[src/rtl/xp_pkg.sv]
package xp_pkg;
  localparam int REG_AW = 8;
  localparam int REG_DW = 16;

  typedef struct packed {
    logic              cs;
    logic              we;
    logic [REG_AW-1:0] addr;
    logic [REG_DW-1:0] wdata;
  } reg_req_t;
endpackage

[src/rtl/xp_sel_regs.sv]
module xp_sel_regs
  import xp_pkg::*;
#(
  parameter int N_IN      = 16,
  parameter int N_OUT     = 16,
  parameter int SEL_BASE  = 'hC0,
  parameter int NIN_ADDR  = 'h0D,
  parameter int NOUT_ADDR = 'h0E,
  localparam int SEL_W    = (N_IN > 1) ? $clog2(N_IN) : 1
) (
  input  logic                        clk_i,
  input  logic                        rst_ni,
  input  reg_req_t                    req_i,
  output logic [REG_DW-1:0]           rdata_o,
  output logic [N_OUT-1:0][SEL_W-1:0] sel_o
);
  localparam logic [REG_AW-1:0] NIN_A  = REG_AW'(NIN_ADDR);
  localparam logic [REG_AW-1:0] NOUT_A = REG_AW'(NOUT_ADDR);

  logic                        wr, rd;
  logic [N_OUT-1:0]            sel_hit;
  logic [N_OUT-1:0][SEL_W-1:0] sel_q;
  logic [REG_DW-1:0]           rd_val;

  assign wr = req_i.cs & req_i.we;
  assign rd = req_i.cs & ~req_i.we;

  for (genvar n = 0; n < N_OUT; n++) begin : g_dec
    localparam logic [REG_AW-1:0] SEL_A = REG_AW'(SEL_BASE + n);
    assign sel_hit[n] = (req_i.addr == SEL_A);

    AST_SEL_WRITE: assert property (@(posedge clk_i) disable iff (!rst_ni)
      (wr && req_i.addr == SEL_A) |=> sel_q[n] == $past(req_i.wdata[SEL_W-1:0]));
    AST_SEL_HOLD: assert property (@(posedge clk_i) disable iff (!rst_ni)
      !(wr && req_i.addr == SEL_A) |=> $stable(sel_q[n]));
  end

  always_ff @(posedge clk_i or negedge rst_ni) begin
    if (!rst_ni) begin
      for (int n = 0; n < N_OUT; n++) sel_q[n] <= SEL_W'(n % N_IN);
    end else if (wr) begin
      for (int n = 0; n < N_OUT; n++)
        if (sel_hit[n]) sel_q[n] <= req_i.wdata[SEL_W-1:0];
    end
  end

  always_comb begin
    rd_val = '0;
    for (int n = 0; n < N_OUT; n++)
      if (sel_hit[n]) rd_val = REG_DW'(sel_q[n]);
    if (req_i.addr == NIN_A)  rd_val = REG_DW'(N_IN);
    if (req_i.addr == NOUT_A) rd_val = REG_DW'(N_OUT);
  end

  always_ff @(posedge clk_i or negedge rst_ni) begin
    if (!rst_ni)  rdata_o <= '0;
    else if (rd)  rdata_o <= rd_val;
  end

  assign sel_o = sel_q;

  AST_RD_HOLD: assert property (@(posedge clk_i) disable iff (!rst_ni)
    !rd |=> $stable(rdata_o));
  AST_RO_NIN: assert property (@(posedge clk_i) disable iff (!rst_ni)
    (rd && req_i.addr == NIN_A) |=> rdata_o == REG_DW'(N_IN));
  AST_RO_NOUT: assert property (@(posedge clk_i) disable iff (!rst_ni)
    (rd && req_i.addr == NOUT_A) |=> rdata_o == REG_DW'(N_OUT));
endmodule

[src/rtl/xp_route.sv]
module xp_route #(
  parameter int N_IN  = 16,
  parameter int N_OUT = 16,
  localparam int SEL_W = (N_IN > 1) ? $clog2(N_IN) : 1
) (
  input  logic                        clk_i,
  input  logic                        rst_ni,
  input  logic [N_IN-1:0]             hit_i,
  input  logic [N_OUT-1:0][SEL_W-1:0] sel_i,
  output logic [N_OUT-1:0]            hit_o
);
  logic [N_OUT-1:0] mux_d;

  for (genvar n = 0; n < N_OUT; n++) begin : g_mux
    assign mux_d[n] = hit_i[sel_i[n]];
  end

  // single flop stage after the mux: glitch-free switch
  always_ff @(posedge clk_i or negedge rst_ni) begin
    if (!rst_ni) hit_o <= '0;
    else         hit_o <= mux_d;
  end

  AST_NO_SRC_NO_HIT: assert property (@(posedge clk_i) disable iff (!rst_ni)
    !(|hit_i) |=> hit_o == '0);
  AST_ALL_SRC_ALL_HIT: assert property (@(posedge clk_i) disable iff (!rst_ni)
    (&hit_i) |=> (&hit_o));
endmodule

[src/rtl/hist_xpoint.sv]
module hist_xpoint
  import xp_pkg::*;
#(
  parameter int N_IN      = 16,
  parameter int N_OUT     = 16,
  parameter int SEL_BASE  = 'hC0,
  parameter int NIN_ADDR  = 'h0D,
  parameter int NOUT_ADDR = 'h0E
) (
  input  logic              clk_i,
  input  logic              rst_ni,
  input  logic [N_IN-1:0]   hit_i,
  input  logic              reg_cs_i,
  input  logic              reg_we_i,
  input  logic [REG_AW-1:0] reg_addr_i,
  input  logic [REG_DW-1:0] reg_wdata_i,
  output logic [REG_DW-1:0] reg_rdata_o,
  output logic [N_OUT-1:0]  hist_hit_o
);
  localparam int SEL_W = (N_IN > 1) ? $clog2(N_IN) : 1;

  reg_req_t                    req;
  logic [N_OUT-1:0][SEL_W-1:0] sel;

  assign req = '{cs: reg_cs_i, we: reg_we_i, addr: reg_addr_i, wdata: reg_wdata_i};

  xp_sel_regs #(
    .N_IN(N_IN), .N_OUT(N_OUT), .SEL_BASE(SEL_BASE),
    .NIN_ADDR(NIN_ADDR), .NOUT_ADDR(NOUT_ADDR)
  ) u_regs (
    .clk_i(clk_i), .rst_ni(rst_ni), .req_i(req),
    .rdata_o(reg_rdata_o), .sel_o(sel)
  );

  xp_route #(.N_IN(N_IN), .N_OUT(N_OUT)) u_route (
    .clk_i(clk_i), .rst_ni(rst_ni), .hit_i(hit_i),
    .sel_i(sel), .hit_o(hist_hit_o)
  );
endmodule

[config.mk]
export PLATFORM = sky130hd
export DESIGN_NAME = hist_xpoint
export DESIGN_NICKNAME = d
export VERILOG_FILES = /design/src/rtl/xp_pkg.sv /design/src/rtl/xp_sel_regs.sv /design/src/rtl/xp_route.sv /design/src/rtl/hist_xpoint.sv
export SDC_FILE = /design/constraint.sdc
export NUM_CORES = 1
export LEC_CHECK = 0
export ABC_AREA = 1
export BUFFER_PORTS_ARGS = -buffer_cell sky130_fd_sc_hd__buf_2
export CAP_MARGIN = 20
export CORE_ASPECT_RATIO = 1.1
export CORE_UTILIZATION = 40
export CTS_CLUSTER_DIAMETER = 60
export DETAILED_ROUTE_END_ITERATION = 16
export PLACE_DENSITY = 0.56
export SLEW_MARGIN = 5
export SYNTH_ARGS = -nofsm -noshare
export SYNTH_HDL_FRONTEND = slang
export SYNTH_SLANG_ARGS = --single-unit
[constraint.sdc]
create_clock -name clk_i -period 2.3 [get_ports clk_i]
set_input_delay 0.345 -clock clk_i [delete_from_list [all_inputs] [get_ports clk_i]]
set_output_delay 0.345 -clock clk_i [all_outputs]
set_load 0.02 [all_outputs]
==> impl_results.md <==
* Post-synthesis sequential area ratio at 36.2%
* Core outline area at 14500 um2
* Number of setup buffers added after CTS at 0
* Num Clock Sinks at 85
* Setup TNS at 0 ps
* MaxCap Viol Count at 0
* Pin count of the biggest net entering global routing at 46
* Area post-placement at 6270 um2
* Unrepaired setup endpoints after global routing: no
* M2 GR Usage at 44.1%
* DR vias/cell at 5.87
* Leakage power at 2.53 nW
* Row Count at 46
* Worst slew pin tran at 817 ps
* Leading cell type in the layout, fill and taps excluded: nand2_1
* Post-synthesis async set-or-reset flop share at 100%
* Final setup fails at 0
* Most frequent cells in the layout: nand2_1, o21ai_0, a21oi_1
* TritonCTS clock tree: done
* Non-filler instance count after layout at 1097
* Max Slew Vio Count at 0
* Required @ worst endpoint at 2540 ps
* Antenna Cells at 0
* Final clock skew at 4.56 ps
* Post-Syn Instances at 896
* Failing checks: hold timing
* Max VDD drop at 0.000266 V
* Nets at 944
* Avg Inst Size Synth at 6.68 um2
* DP Cell Count at 1081
* Via count at 6434
* Min cycle time layout at 1770 ps
* GRT Total Usage at 27.2%
* Synth top area share at 22.2%
* Die area at 15500 um2
* Layout cell share with drive strength beyond 1 at 14.9%
* Crit Path Max Fanout at 15
* Finished Cell Area at 6540 um2
* First-pass GRT wire length at 31700 um
* Largest area contributor in the netlist: dfrtp_1
* Final worst slack at 533 ps
* Hpwl dp at 13700 um
* Clk buf depth at 2
* Hold/Removal Path Class: input port to async pin
* Final hold viol count at 7
* Pwr/cell area at 541 nW/um2
* Post-synth top flop: dfrtp_1
* Wire per inst at 19.0 um
* I/O pins at 76
* Distinct cells, synth at 30
* Drt first pass iters at 5
* Synthesis Warnings at 0
* Cts bufs inserted at 9
* Critical path class: input port to register
* Tcrit/Tclk final at 76.8%
* Min Hold Slack at -4.33 ps
* CP startpoint kind: input port
* Worst reg-to-reg path cell count at 12
* Global route overflow at 0
* Vias in the first global route at 5726
* Worst-path clk slew at 60 ps
* Setup crit end kind: register
* WL final at 20800 um
* Post_cts resized at 0
* CTS root buffer: clkbuf_16
* M3 GR Usage at 4.24%
* Flops & latches, synth at 85
* GR Util met1 at 34.6%
* I/O Buffers at 52
* Number of H-tree levels at 3
* Peak Freq at 566 MHz
* Die height at 130 um
* Post-synth EDFFs at 0
* Synthesis-to-finish area growth at 9.26%
* Residual DRC at 0
* Relative slew slack at 45.4%
* Synthesized area at 5980 um2
* Status: finished with violations
* # hold bufs at CTS at 0
* Fill cells at 1516
* Worst EP arrival at 2010 ps
* Place WS at 187 ps
* DR iter-0 viols at 708
* Effective utilization at floorplan at 41.3%
* Final core occ at 45.1%
* Worst-Skew Late Latency at 350 ps
* Global route hottest layer: met2
* ANT nets after route at 0
* Initial antenna violation count at 0
* Synth top area cells: dfrtp_1, o21ai_0, dfstp_2
* Die width at 119 um
* Routability cong. at 0.892
[per-stage QoR]
step | hold WS (ps) | total power, mW
finish | -4.33 | 3.54
global route | 41.8 | 3.69
CTS | 12.2 | 3.57
detailed placement | 393 | 2.18
global placement | 376 | 2.16
floorplan | 49.4 | 1.96
[synth_stat cells, drive strengths merged (5+ instances only)]
master and number:
dfrtp 53, clkbuf 67, dfstp 32, nor3 5
inv 62, nand4 13, a21oi 104, buf 12
nor2 51, o21ai 181, o22ai 5, nand2 215
o221ai 13, nand3 44, o211ai 27
[layout make-up]
cell class | instances | area, um2 | share of cell area (%)
clock buffer | 13 | 250 | 3.83
inverter | 62 | 233 | 3.56
sequential | 85 | 2170 | 33.1
timing repair buffer | 62 | 350 | 5.36
clock inverter | 3 | 21.3 | 0.325
multi-input combinational | 680 | 3280 | 50.1
tap | 192 | 240 | 3.67
[flip-flops by register name (all words and copies together) (netlist names)]
register and count:
u_route.hit_o 16, u_regs.rdata_o 5, u_regs.sel_o 64
[report_power, final]
part	switching [mW]	internal, mW
sequential	0.0785	1.56
clock	0.614	0.763
combinational	0.375	0.143
[worst max-delay path, stage by stage]
cell and delay (ps):
buf_2 110, inv_2 40, nand2_1 70, nor2_4 330, nand2_2 180, nor2_1 280
nand2_1 80, nand2_1 80, nand4_1 80, nand2_1 100, nand3_1 70, nand2_1 60
nand2_1 60, nand2_1 70, nand2_1 50
[kinds of logic after synthesis]
kind of cell / Yosys count / synth area share (%)
AOI/OAI and AO/OA: 336 / 30.5
and+or+nand+nor: 333 / 23.6
buffers and inverters: 141 / 9.66
DFF: 85 / 36.2
other: 1 / 0.0627
[worst paths after layout]
| check | startpoint | end | slack, ps |
|---|---|---|---|
| max | reg_addr_i[5] | u_regs.rdata_o[2] | 530 |
| max in group asynchronous | rst_ni | u_regs.sel_o[51] | 1610 |
| min reg2reg | u_regs.rdata_o[0] | u_regs.rdata_o[0] | 490 |
| min in group clk_i | reg_we_i | u_regs.rdata_o[4] | 300 |
| max reg2reg | u_regs.sel_o[0] | u_regs.rdata_o[0] | 550 |
| min | rst_ni | u_regs.sel_o[19] | -4 |
[routing by layer]
| layer | share of wire [%] | wire, um |
|---|---|---|
| met5 | 0 | 0 |
| met3 | 6.3 | 1320 |
| met4 | 4.8 | 1010 |
| met2 | 46 | 9560 |
| met1 | 43 | 8930 |
(Power assumes the default switching activity.)
